**config.mk**
```make
export PLATFORM = sky130hd
export DESIGN_NAME = envCmdRx
export DESIGN_NICKNAME = d
export VERILOG_FILES = /design/src/rtl/envrx_pkg.sv /design/src/rtl/envRxDatapath.sv /design/src/rtl/envRxControl.sv /design/src/rtl/envCmdRx.sv
export SDC_FILE = /design/constraint.sdc
export NUM_CORES = 1
export LEC_CHECK = 0
export BUFFER_PORTS_ARGS = -buffer_cell sky130_fd_sc_hd__buf_2
export CAP_MARGIN = 20
export CORE_AREA = 2 2 80 82
export CTS_BUF_LIST = sky130_fd_sc_hd__clkbuf_8
export DETAILED_ROUTE_END_ITERATION = 8
export DIE_AREA = 0 0 82 84
export PLACE_DENSITY = 0.85
export SLEW_MARGIN = 20
export SYNTH_ARGS = -nofsm -noshare
export SYNTH_HDL_FRONTEND = slang
export SYNTH_SLANG_ARGS = --single-unit
export TNS_END_PERCENT = 1
```
**constraint.sdc**
```tcl
create_clock -name clk -period 2.3 [get_ports clk]
set_input_delay 0.46 -clock clk [delete_from_list [all_inputs] [get_ports clk]]
set_output_delay 0.46 -clock clk [all_outputs]
set_load 0.02 [all_outputs]
```
**src/rtl/envrx_pkg.sv**
```systemverilog
package envrx_pkg;

  typedef enum logic [1:0] {
    MODE_READ = 2'd0,
    MODE_ID   = 2'd1,
    MODE_CFG  = 2'd2
  } rdMode_t;

  typedef enum logic [2:0] {
    K_NONE   = 3'd0,
    K_RST    = 3'd1,
    K_RDID   = 3'd2,
    K_RDCFG  = 3'd3,
    K_WRWORD = 3'd4,
    K_WRCFG  = 3'd5,
    K_OTHER  = 3'd6
  } cmdKind_t;

  typedef enum logic [2:0] {
    S_LISTEN = 3'd0,
    S_ARMED  = 3'd1,
    S_HUNT   = 3'd2,
    S_RX     = 3'd3,
    S_STOP   = 3'd4,
    S_GAP    = 3'd5
  } rxState_t;

  // control -> datapath strobes
  typedef struct packed {
    logic huntClr;
    logic huntEn;
    logic longWait;
    logic rxStart;
    logic rxRun;
    logic listenEn;
    logic blockLoad;
  } rxCtl_t;

  // datapath -> control status
  typedef struct packed {
    logic       highsMet;
    logic       blocked;
    logic       startFound;
    logic       waitExpired;
    logic       byteFull;
    logic       halfDone;
    logic       rxLoad;
    logic [7:0] rxByte;
  } rxSts_t;

  function automatic cmdKind_t classify(input logic [7:0] b);
    if (b == 8'hA0)           return K_RST;
    else if (b == 8'hA5)      return K_RDID;
    else if (b == 8'hF0)      return K_RDCFG;
    else if (b[7:4] == 4'hC)  return K_WRWORD;
    else if (b == 8'hD3)      return K_WRCFG;
    else                      return K_OTHER;
  endfunction

endpackage

```
**src/rtl/envRxDatapath.sv**
```systemverilog
module envRxDatapath
  import envrx_pkg::*;
#(
  parameter int BIT_CLKS       = 64,
  parameter int SYNC_HIGHS     = 4,
  parameter int SYNC_WAIT_BITS = 8,
  parameter int GAP_WAIT_BITS  = 2,
  parameter int BLOCK_BITS     = 128
) (
  input  logic   clk,
  input  logic   rstN,
  input  logic   bitStrobe,
  input  logic   fieldHigh,
  input  rxCtl_t ctl,
  output rxSts_t sts
);

  localparam int EIGHTH      = BIT_CLKS / 8;
  localparam int EW          = $clog2(EIGHTH);
  localparam int PW          = $clog2(BIT_CLKS);
  localparam int LONG_TICKS  = SYNC_WAIT_BITS * 8;
  localparam int SHORT_TICKS = GAP_WAIT_BITS * 8;
  localparam int WW          = $clog2(LONG_TICKS);
  localparam int HW          = $clog2(SYNC_HIGHS + 1);
  localparam int KW          = $clog2(BLOCK_BITS + 1);

  localparam logic [EW-1:0] E_LAST       = EW'(EIGHTH - 1);
  localparam logic [PW-1:0] PH_LAST      = PW'(BIT_CLKS - 1);
  localparam logic [PW-1:0] PH_START     = PW'(BIT_CLKS - EIGHTH);
  localparam logic [PW-1:0] PH_HALF      = PW'(BIT_CLKS / 2);
  localparam logic [PW-1:0] PH_HALF_LAST = PW'(BIT_CLKS / 2 - 1);
  localparam logic [WW-1:0] LONG_LAST    = WW'(LONG_TICKS - 1);
  localparam logic [WW-1:0] SHORT_LAST   = WW'(SHORT_TICKS - 1);
  localparam logic [HW-1:0] HIGH_GOAL    = HW'(SYNC_HIGHS);
  localparam logic [KW-1:0] BLOCK_INIT   = KW'(BLOCK_BITS);

  // ---------------- envelope listener and block window ----------------
  logic [HW-1:0] highCnt;
  logic [KW-1:0] blockCnt;
  logic          blocked;

  assign blocked = (blockCnt != '0);

  always_ff @(posedge clk or negedge rstN) begin
    if (!rstN) begin
      blockCnt <= BLOCK_INIT;
      highCnt  <= '0;
    end else begin
      if (ctl.blockLoad)
        blockCnt <= BLOCK_INIT;
      else if (bitStrobe && blocked)
        blockCnt <= blockCnt - 1'b1;

      if (!ctl.listenEn || blocked)
        highCnt <= '0;
      else if (bitStrobe) begin
        if (!fieldHigh)
          highCnt <= '0;
        else if (highCnt != HIGH_GOAL)
          highCnt <= highCnt + 1'b1;
      end
    end
  end

  // ---------------- eighth-rate start-bit hunter ----------------
  logic [EW-1:0] eCnt;
  logic [WW-1:0] wCnt;
  logic [1:0]    lowRun;
  logic          sawHigh;
  logic          eighthTick;
  logic [WW-1:0] wLimit;

  assign eighthTick = ctl.huntEn && (eCnt == E_LAST);
  assign wLimit     = ctl.longWait ? LONG_LAST : SHORT_LAST;

  always_ff @(posedge clk or negedge rstN) begin
    if (!rstN) begin
      eCnt    <= '0;
      wCnt    <= '0;
      lowRun  <= '0;
      sawHigh <= 1'b0;
    end else if (ctl.huntClr) begin
      eCnt    <= '0;
      wCnt    <= '0;
      lowRun  <= '0;
      sawHigh <= 1'b0;
    end else if (ctl.huntEn) begin
      eCnt <= eighthTick ? '0 : eCnt + 1'b1;
      if (eighthTick) begin
        if (wCnt != wLimit) wCnt <= wCnt + 1'b1;
        if (fieldHigh) begin
          sawHigh <= 1'b1;
          lowRun  <= '0;
        end else if (sawHigh && lowRun != 2'd3) begin
          lowRun <= lowRun + 1'b1;
        end
      end
    end
  end

  // ---------------- bit-slot receiver ----------------
  logic [PW-1:0] rxPh;
  logic          lead;
  logic [3:0]    sampCnt;
  logic [7:0]    shiftReg;
  logic          slotEnd;

  assign slotEnd = ctl.rxRun && (rxPh == PH_LAST);

  always_ff @(posedge clk or negedge rstN) begin
    if (!rstN) begin
      rxPh     <= '0;
      lead     <= 1'b0;
      sampCnt  <= '0;
      shiftReg <= '0;
    end else if (ctl.rxStart) begin
      rxPh     <= PH_START;
      lead     <= 1'b1;
      sampCnt  <= '0;
      shiftReg <= '0;
    end else if (ctl.rxRun) begin
      rxPh <= slotEnd ? '0 : rxPh + 1'b1;
      if (slotEnd) begin
        if (lead)
          lead <= 1'b0;
        else if (sampCnt != 4'd8) begin
          shiftReg <= {shiftReg[6:0], fieldHigh};
          sampCnt  <= sampCnt + 1'b1;
        end
      end
    end
  end

  always_comb begin
    sts.highsMet    = (highCnt == HIGH_GOAL);
    sts.blocked     = blocked;
    sts.startFound  = eighthTick && !fieldHigh && sawHigh && (lowRun == 2'd2);
    sts.waitExpired = eighthTick && (wCnt == wLimit);
    sts.byteFull    = (sampCnt == 4'd8);
    sts.halfDone    = ctl.rxRun && (rxPh == PH_HALF_LAST);
    sts.rxLoad      = lead || (rxPh >= PH_HALF);
    sts.rxByte      = shiftReg;
  end

  // no more than eight samples per byte
  a_r4_sample_cap: assert property (@(posedge clk) disable iff (!rstN)
    sampCnt <= 4'd8);

  // the lead-in slot ends before any bit is taken
  a_r4_lead_first: assert property (@(posedge clk) disable iff (!rstN)
    $fell(lead) |-> sampCnt == 4'd0);

  // the block window never exceeds its length
  a_r10_block_len: assert property (@(posedge clk) disable iff (!rstN)
    (bitStrobe && blocked && !ctl.blockLoad) |=> blockCnt < BLOCK_INIT);

endmodule

```
**src/rtl/envRxControl.sv**
```systemverilog
module envRxControl
  import envrx_pkg::*;
#(
  parameter int WRITE_BYTES = 4,
  parameter int IW          = $clog2(WRITE_BYTES)
) (
  input  logic          clk,
  input  logic          rstN,
  input  logic          bitStrobe,
  input  logic          fieldHigh,
  input  rxSts_t        sts,
  output rxCtl_t        ctl,
  output logic          cmdValid,
  output cmdKind_t      cmdKind,
  output logic          byteValid,
  output logic [7:0]    byteData,
  output logic [IW-1:0] byteIdx,
  output rdMode_t       mode,
  output logic          loadOn,
  output logic          rxBusy
);

  localparam logic [IW-1:0] LAST_IDX = IW'(WRITE_BYTES - 1);

  rxState_t      state;
  logic [IW-1:0] byteNo;
  logic          rxDone;
  cmdKind_t      kindNow;

  assign rxDone  = (state == S_RX) && sts.byteFull;
  assign kindNow = classify(sts.rxByte);

  always_comb begin
    ctl.listenEn  = (state == S_LISTEN);
    ctl.huntEn    = (state == S_HUNT) || (state == S_GAP);
    ctl.longWait  = (state == S_HUNT);
    ctl.rxRun     = (state == S_RX) || (state == S_STOP);
    ctl.huntClr   = ((state == S_ARMED) && bitStrobe && !fieldHigh) ||
                    ((state == S_STOP) && sts.halfDone);
    ctl.rxStart   = ctl.huntEn && sts.startFound;
    ctl.blockLoad = ((state == S_HUNT) && sts.waitExpired && !sts.startFound) ||
                    (rxDone && (byteNo == '0) && (kindNow == K_RST));
  end

  always_comb begin
    case (state)
      S_HUNT, S_GAP: loadOn = 1'b1;
      S_RX:          loadOn = sts.rxLoad;
      default:       loadOn = 1'b0;
    endcase
    rxBusy = (state == S_HUNT) || (state == S_RX) ||
             (state == S_STOP) || (state == S_GAP);
  end

  always_ff @(posedge clk or negedge rstN) begin
    if (!rstN) begin
      state     <= S_LISTEN;
      byteNo    <= '0;
      mode      <= MODE_READ;
      cmdValid  <= 1'b0;
      cmdKind   <= K_NONE;
      byteValid <= 1'b0;
      byteData  <= '0;
      byteIdx   <= '0;
    end else begin
      cmdValid  <= 1'b0;
      byteValid <= 1'b0;
      case (state)
        S_LISTEN: if (sts.highsMet) state <= S_ARMED;
        S_ARMED:  if (bitStrobe && !fieldHigh) state <= S_HUNT;
        S_HUNT: begin
          if (sts.startFound) begin
            state  <= S_RX;
            byteNo <= '0;
          end else if (sts.waitExpired) begin
            state <= S_LISTEN;
          end
        end
        S_RX: begin
          if (sts.byteFull) begin
            byteValid <= 1'b1;
            byteData  <= sts.rxByte;
            byteIdx   <= byteNo;
            if (byteNo == '0) begin
              cmdValid <= 1'b1;
              cmdKind  <= kindNow;
              case (kindNow)
                K_RST:   mode <= MODE_READ;
                K_RDID:  if (mode == MODE_READ) mode <= MODE_ID;
                K_RDCFG: if (mode == MODE_READ) mode <= MODE_CFG;
                default: ;
              endcase
              if (kindNow == K_WRWORD || kindNow == K_WRCFG) begin
                byteNo <= byteNo + 1'b1;
                state  <= S_STOP;
              end else begin
                state <= S_LISTEN;
              end
            end else if (byteNo == LAST_IDX) begin
              state <= S_LISTEN;
            end else begin
              byteNo <= byteNo + 1'b1;
              state  <= S_STOP;
            end
          end
        end
        S_STOP: if (sts.halfDone) state <= S_GAP;
        S_GAP: begin
          if (sts.startFound)
            state <= S_RX;
          else if (sts.waitExpired)
            state <= S_LISTEN;
        end
        default: state <= S_LISTEN;
      endcase
    end
  end

  // mode moves only on a decoded command
  a_r7_mode_needs_cmd: assert property (@(posedge clk) disable iff (!rstN)
    (mode != $past(mode)) |-> cmdValid);

  // read-ID leaves a non-default mode untouched
  a_r7_id_from_read: assert property (@(posedge clk) disable iff (!rstN)
    (cmdValid && cmdKind == K_RDID && $past(mode) != MODE_READ) |-> mode == $past(mode));

  // a blocked listener never arms
  a_r10_blocked_listen: assert property (@(posedge clk) disable iff (!rstN)
    (sts.blocked && state == S_LISTEN) |=> state == S_LISTEN);

  // inter-byte hunting only follows the stop half-bit
  a_r8_gap_after_stop: assert property (@(posedge clk) disable iff (!rstN)
    (state == S_GAP && $past(state) != S_GAP) |-> $past(state) == S_STOP);

  // bytes are only published out of reception
  a_r5_byte_from_rx: assert property (@(posedge clk) disable iff (!rstN)
    byteValid |-> $past(state) == S_RX);

endmodule

```
**src/rtl/envCmdRx.sv**
```systemverilog
module envCmdRx
  import envrx_pkg::*;
#(
  parameter int BIT_CLKS       = 64,
  parameter int SYNC_HIGHS     = 4,
  parameter int SYNC_WAIT_BITS = 8,
  parameter int GAP_WAIT_BITS  = 2,
  parameter int BLOCK_BITS     = 128,
  parameter int WRITE_BYTES    = 4,
  localparam int IW            = $clog2(WRITE_BYTES)
) (
  input  logic          clk,
  input  logic          rstN,
  input  logic          bitStrobe,
  input  logic          fieldHigh,
  output logic          cmdValid,
  output logic [2:0]    cmdKind,
  output logic          byteValid,
  output logic [7:0]    byteData,
  output logic [IW-1:0] byteIdx,
  output logic [1:0]    mode,
  output logic          loadOn,
  output logic          rxBusy
);

  rxCtl_t   ctl;
  rxSts_t   sts;
  cmdKind_t kindQ;
  rdMode_t  modeQ;

  envRxDatapath #(
    .BIT_CLKS(BIT_CLKS), .SYNC_HIGHS(SYNC_HIGHS), .SYNC_WAIT_BITS(SYNC_WAIT_BITS),
    .GAP_WAIT_BITS(GAP_WAIT_BITS), .BLOCK_BITS(BLOCK_BITS)
  ) i_datapath (
    .clk(clk), .rstN(rstN), .bitStrobe(bitStrobe), .fieldHigh(fieldHigh),
    .ctl(ctl), .sts(sts)
  );

  envRxControl #(.WRITE_BYTES(WRITE_BYTES), .IW(IW)) i_control (
    .clk(clk), .rstN(rstN), .bitStrobe(bitStrobe), .fieldHigh(fieldHigh),
    .sts(sts), .ctl(ctl), .cmdValid(cmdValid), .cmdKind(kindQ),
    .byteValid(byteValid), .byteData(byteData), .byteIdx(byteIdx),
    .mode(modeQ), .loadOn(loadOn), .rxBusy(rxBusy)
  );

  assign cmdKind = kindQ;
  assign mode    = modeQ;

endmodule

```
==> summary.md <==
The final hold violation count is 0. The antenna diode instance count was 0. The first TritonRoute pass finished after 4 iterations.

The logs give 24 for the pin count of the biggest net entering global routing and 0 for the total of endpoints with negative setup slack in the final report. Between clock sinks in the finished design, the worst skew comes to 0.00922 ns. The run finished with clean final reports. The per-cell via count in the routed design was 5.79.

Once placement finished, the instance area stood at 3690 um^2. The signed area change from the synthesized netlist to the final layout works out to 14.1%. The run gives 356 as the number of cells produced by synthesis. The register bit count reported by yosys came out at 64.

The top-area cell type share of the netlist area was 0.459. For the peak supply drop, the log shows 0.643 mV. The data required time of the critical path was 1.84 ns; the average routed wire per standard cell was 15.4 um. The tools report the endpoint class of the critical path as an output port. For this design, the sink count on the clock tree is 64. The critical path class was register to output port.

The chip width was 82 um. The clock period could shrink to 2.16 ns. The global-route wire length before repair was 12.7 mm; the vertical extent of the die was 84 um. The placement row count is 29. Sorting the synthesized cells by area gives the leading types as sky130_fd_sc_hd__dfrtp_1 46%, sky130_fd_sc_hd__nor2_1 5.6%, sky130_fd_sc_hd__ha_1 5.5%, sky130_fd_sc_hd__mux2_2 3.6%, sky130_fd_sc_hd__mux2i_1 3.2%.

Buffers placed on the I/O ports in this run total 22. For this design the ratio of total power to cell area is 1050 nW/um^2. At the end of routability-driven placement, the weighted congestion stood at 0.922. For the global routing usage summed across all routing layers, the log shows 0.240. Setup repair after global routing left no endpoint under its margin. Final hold analysis gives a worst-case slack of 0.0555 ns.

The via count of the first global-routing pass is 2799, and the initial antenna violation count is 0. Yosys mapped a number of flops with a built-in enable equal to 0. The share of the clock period used by the worst path was 0.939. The sequential cell area fraction in the yosys report was 0.467; the H-tree depth reported by CTS was 3. The run gives 7.29 mm as the aggregate routed wire length.

Path type of the worst min-delay path: primary input to async pin. For this design the top-level I/O count stands at 23. The logs give 0.140 ns for the slack of the critical path and 0.35 ns for the clock latency reported for the late side of the worst-skew pair. The fraction of layout cells with a size suffix above 1 is 0.177, and the full die area is 6890 um^2. The largest buffer count on any clock path is 2.

The net count of the finished layout is 409. Summing all non-filler instances in the final layout gives an area of 3920 um^2. The unique cell type count in the Yosys netlist was 60; the total half-perimeter wirelength after legalization and detailed placement was 5.16 mm. Data arrives at the worst endpoint at 1.70 ns.

The post-synthesis instance area is 3430 um^2, and the max-capacitance violation count is 0. Detailed routing inserted a total of 2733 vias. After floorplanning, the core was sized to cover 6100 um^2.

STA classifies the critical path startpoint as a register. The tools report the peak clock frequency supported by timing as 463 MHz. Sum of negative setup slack: 0 ns.

The tools report the final core utilization as 0.642. In the routed design, unresolved DRC markers number 0. The logs give 0.211 ns for the worst setup timing slack at the placement stage and 0 for the number of buffers added for setup after CTS. The aggregate global routing overflow is 0.

The analysis attributes to cell leakage a power of 1.87 nW. The share of synthesized registers carrying an async set or reset came out at 1.00. TritonCTS built the clock tree. The initial cell density of the core came out at 0.563.

The cell sitting at the root of the clock tree is a sky130_fd_sc_hd__clkbuf_8. Clock-pin slew was measured on the worst setup and hold paths at 0.08 ns. The net count after synthesis is 375, and the number of fillers in the final layout is 480.

The count of hold buffers inserted by post-cts repair is 0. For this block, the initial DRC count from the detailed router was 246. The remaining antenna violation count was 0; the synthesized area per cell was 9.64 um^2. The synthesis warning total is 0, and the transition at the pin with the smallest max-transition slack is 0.565 ns.

The most used flip-flop cell after synthesis is sky130_fd_sc_hd__dfrtp_1. The worst-path maximum fanout is 10. Summed over all instances, the cell type with the most area after synthesis is sky130_fd_sc_hd__dfrtp_1. The logs give 0 for the post-cts sizing count and 0 for the total count of max-transition violations in the final report.

The number of CTS-inserted buffers came out at 9. The tools report the relative slew slack as 0.614.
sequential cells by signal, indices dropped and copies added (netlist names), 2 cells and up:
| signal | flops |
|---|---|
| i_control.byteData | 8 |
| i_datapath.lowRun | 2 |
| i_datapath.blockCnt | 8 |
| i_control.state | 3 |
| i_datapath.highCnt | 3 |
| i_datapath.eCnt | 3 |
| i_control.mode | 2 |
| i_control.cmdKind | 3 |
| i_datapath.rxPh | 6 |
| i_datapath.shiftReg | 8 |
| i_datapath.sampCnt | 4 |
| i_control.byteNo | 2 |
| i_datapath.wCnt | 6 |
| i_control.byteIdx | 2 |
synthesized netlist by cell type (4+ instances only):
cell,instances
sky130_fd_sc_hd__nand4_1,6
sky130_fd_sc_hd__mux2i_1,11
sky130_fd_sc_hd__xor2_1,11
sky130_fd_sc_hd__nor3_1,5
sky130_fd_sc_hd__o21ai_0,17
sky130_fd_sc_hd__nand2b_1,6
sky130_fd_sc_hd__o211ai_1,4
sky130_fd_sc_hd__ha_1,15
sky130_fd_sc_hd__and3b_1,4
sky130_fd_sc_hd__nor2_1,51
sky130_fd_sc_hd__dfrtp_1,63
sky130_fd_sc_hd__nand3_1,13
sky130_fd_sc_hd__clkbuf_1,7
sky130_fd_sc_hd__a21oi_1,16
sky130_fd_sc_hd__nand2_1,29
sky130_fd_sc_hd__buf_2,5
sky130_fd_sc_hd__inv_1,16
sky130_fd_sc_hd__o31ai_1,6
sky130_fd_sc_hd__mux2_2,11
sky130_fd_sc_hd__and3_1,4
cell type report:
class | instances | area, um^2 | area share
multi-input combinational | 262 | 1710 | 0.437
sequential | 64 | 1600 | 0.409
inverter | 17 | 63.8 | 0.0163
timing repair buffer | 36 | 215 | 0.0550
clock inverter | 7 | 103 | 0.0262
clock buffer | 9 | 124 | 0.0316
tap | 77 | 96.3 | 0.0246
logic make-up (layout without fill, tap and decap cells):
family,Yosys count,in the layout,share of synthesized area
adders and majority gates,15,15,0.0547
AOI/OAI and AO/OA,70,70,0.135
xor gates and xnor gates,13,13,0.0332
DFF,64,64,0.467
and+or+nand+nor,142,142,0.207
buffers and inverters,30,69,0.0346
muxes,22,22,0.0682
worst paths after layout:
kind / from / end / slack (ns) / cells past startpoint
setup / recovery: i_control.state[1] / loadOn / 0.14 / 3
max in group asynchronous: rstN / i_datapath.blockCnt[7] / 1.53 / 2
min in group clk: bitStrobe / i_datapath.highCnt[1] / 0.45 / 3
setup reg to reg: i_control.state[1] / i_datapath.wCnt[5] / 0.18 / 5
hold reg to reg: i_control.cmdKind[2] / i_control.cmdKind[2] / 0.49 / 1
hold / removal: rstN / i_datapath.eCnt[2] / 0.06 / 1
cells in the final DEF, fill, tap and decap left out, types with 4 or more instances in the layout:
cell                       Yosys  routed
sky130_fd_sc_hd__buf_2         5      22
sky130_fd_sc_hd__nor2_1       51      51
sky130_fd_sc_hd__mux2_2       11      11
sky130_fd_sc_hd__xor2_1       11      11
sky130_fd_sc_hd__clkbuf_8      0       9
sky130_fd_sc_hd__a21oi_1      16      16
sky130_fd_sc_hd__o21ai_0      17      17
sky130_fd_sc_hd__o31ai_1       6       6
sky130_fd_sc_hd__and3b_1       4       4
sky130_fd_sc_hd__ha_1         15      15
sky130_fd_sc_hd__inv_1        16      16
sky130_fd_sc_hd__nand3_1      13      13
sky130_fd_sc_hd__nand2b_1      6       6
sky130_fd_sc_hd__mux2i_1      11      11
sky130_fd_sc_hd__buf_4         0      14
sky130_fd_sc_hd__nand4_1       6       6
sky130_fd_sc_hd__dfrtp_1      63      63
sky130_fd_sc_hd__o211ai_1      4       4
sky130_fd_sc_hd__and3_1        4       4
sky130_fd_sc_hd__nand2_1      29      29
sky130_fd_sc_hd__nor3_1        5       5
power breakdown:
group          internal (mW)  total [mW]  switching, mW
registers               1.41        1.74          0.329
logic                  0.542        1.25          0.708
clock network          0.623        1.11          0.485
critical path, stage by stage, from the launching register on:
cell and delay [ns]:
sky130_fd_sc_hd__dfrtp_1 0.51, sky130_fd_sc_hd__or3b_1 0.53, sky130_fd_sc_hd__nand3_1 0.14, sky130_fd_sc_hd__buf_2 0.18
routing by layer:
metal | up-vias | part of all wire | track usage
met4 | 0 | 0.017 | 0.124
met3 | 12 | 0.037 | 0.0487
met5 | - | 0 | 0
met1 | 1338 | 0.45 | 0.308
met2 | 58 | 0.50 | 0.378
li1 | 1325 | - | -
through the flow:
stage	total power, mW	cells
final	4.10	472
after global routing	4.40	472
after CTS	4.11	472
after detailed placement	2.99	456
after global placement	2.92	456
after floorplan	2.60	356
Power figures use the tool's default switching activity.
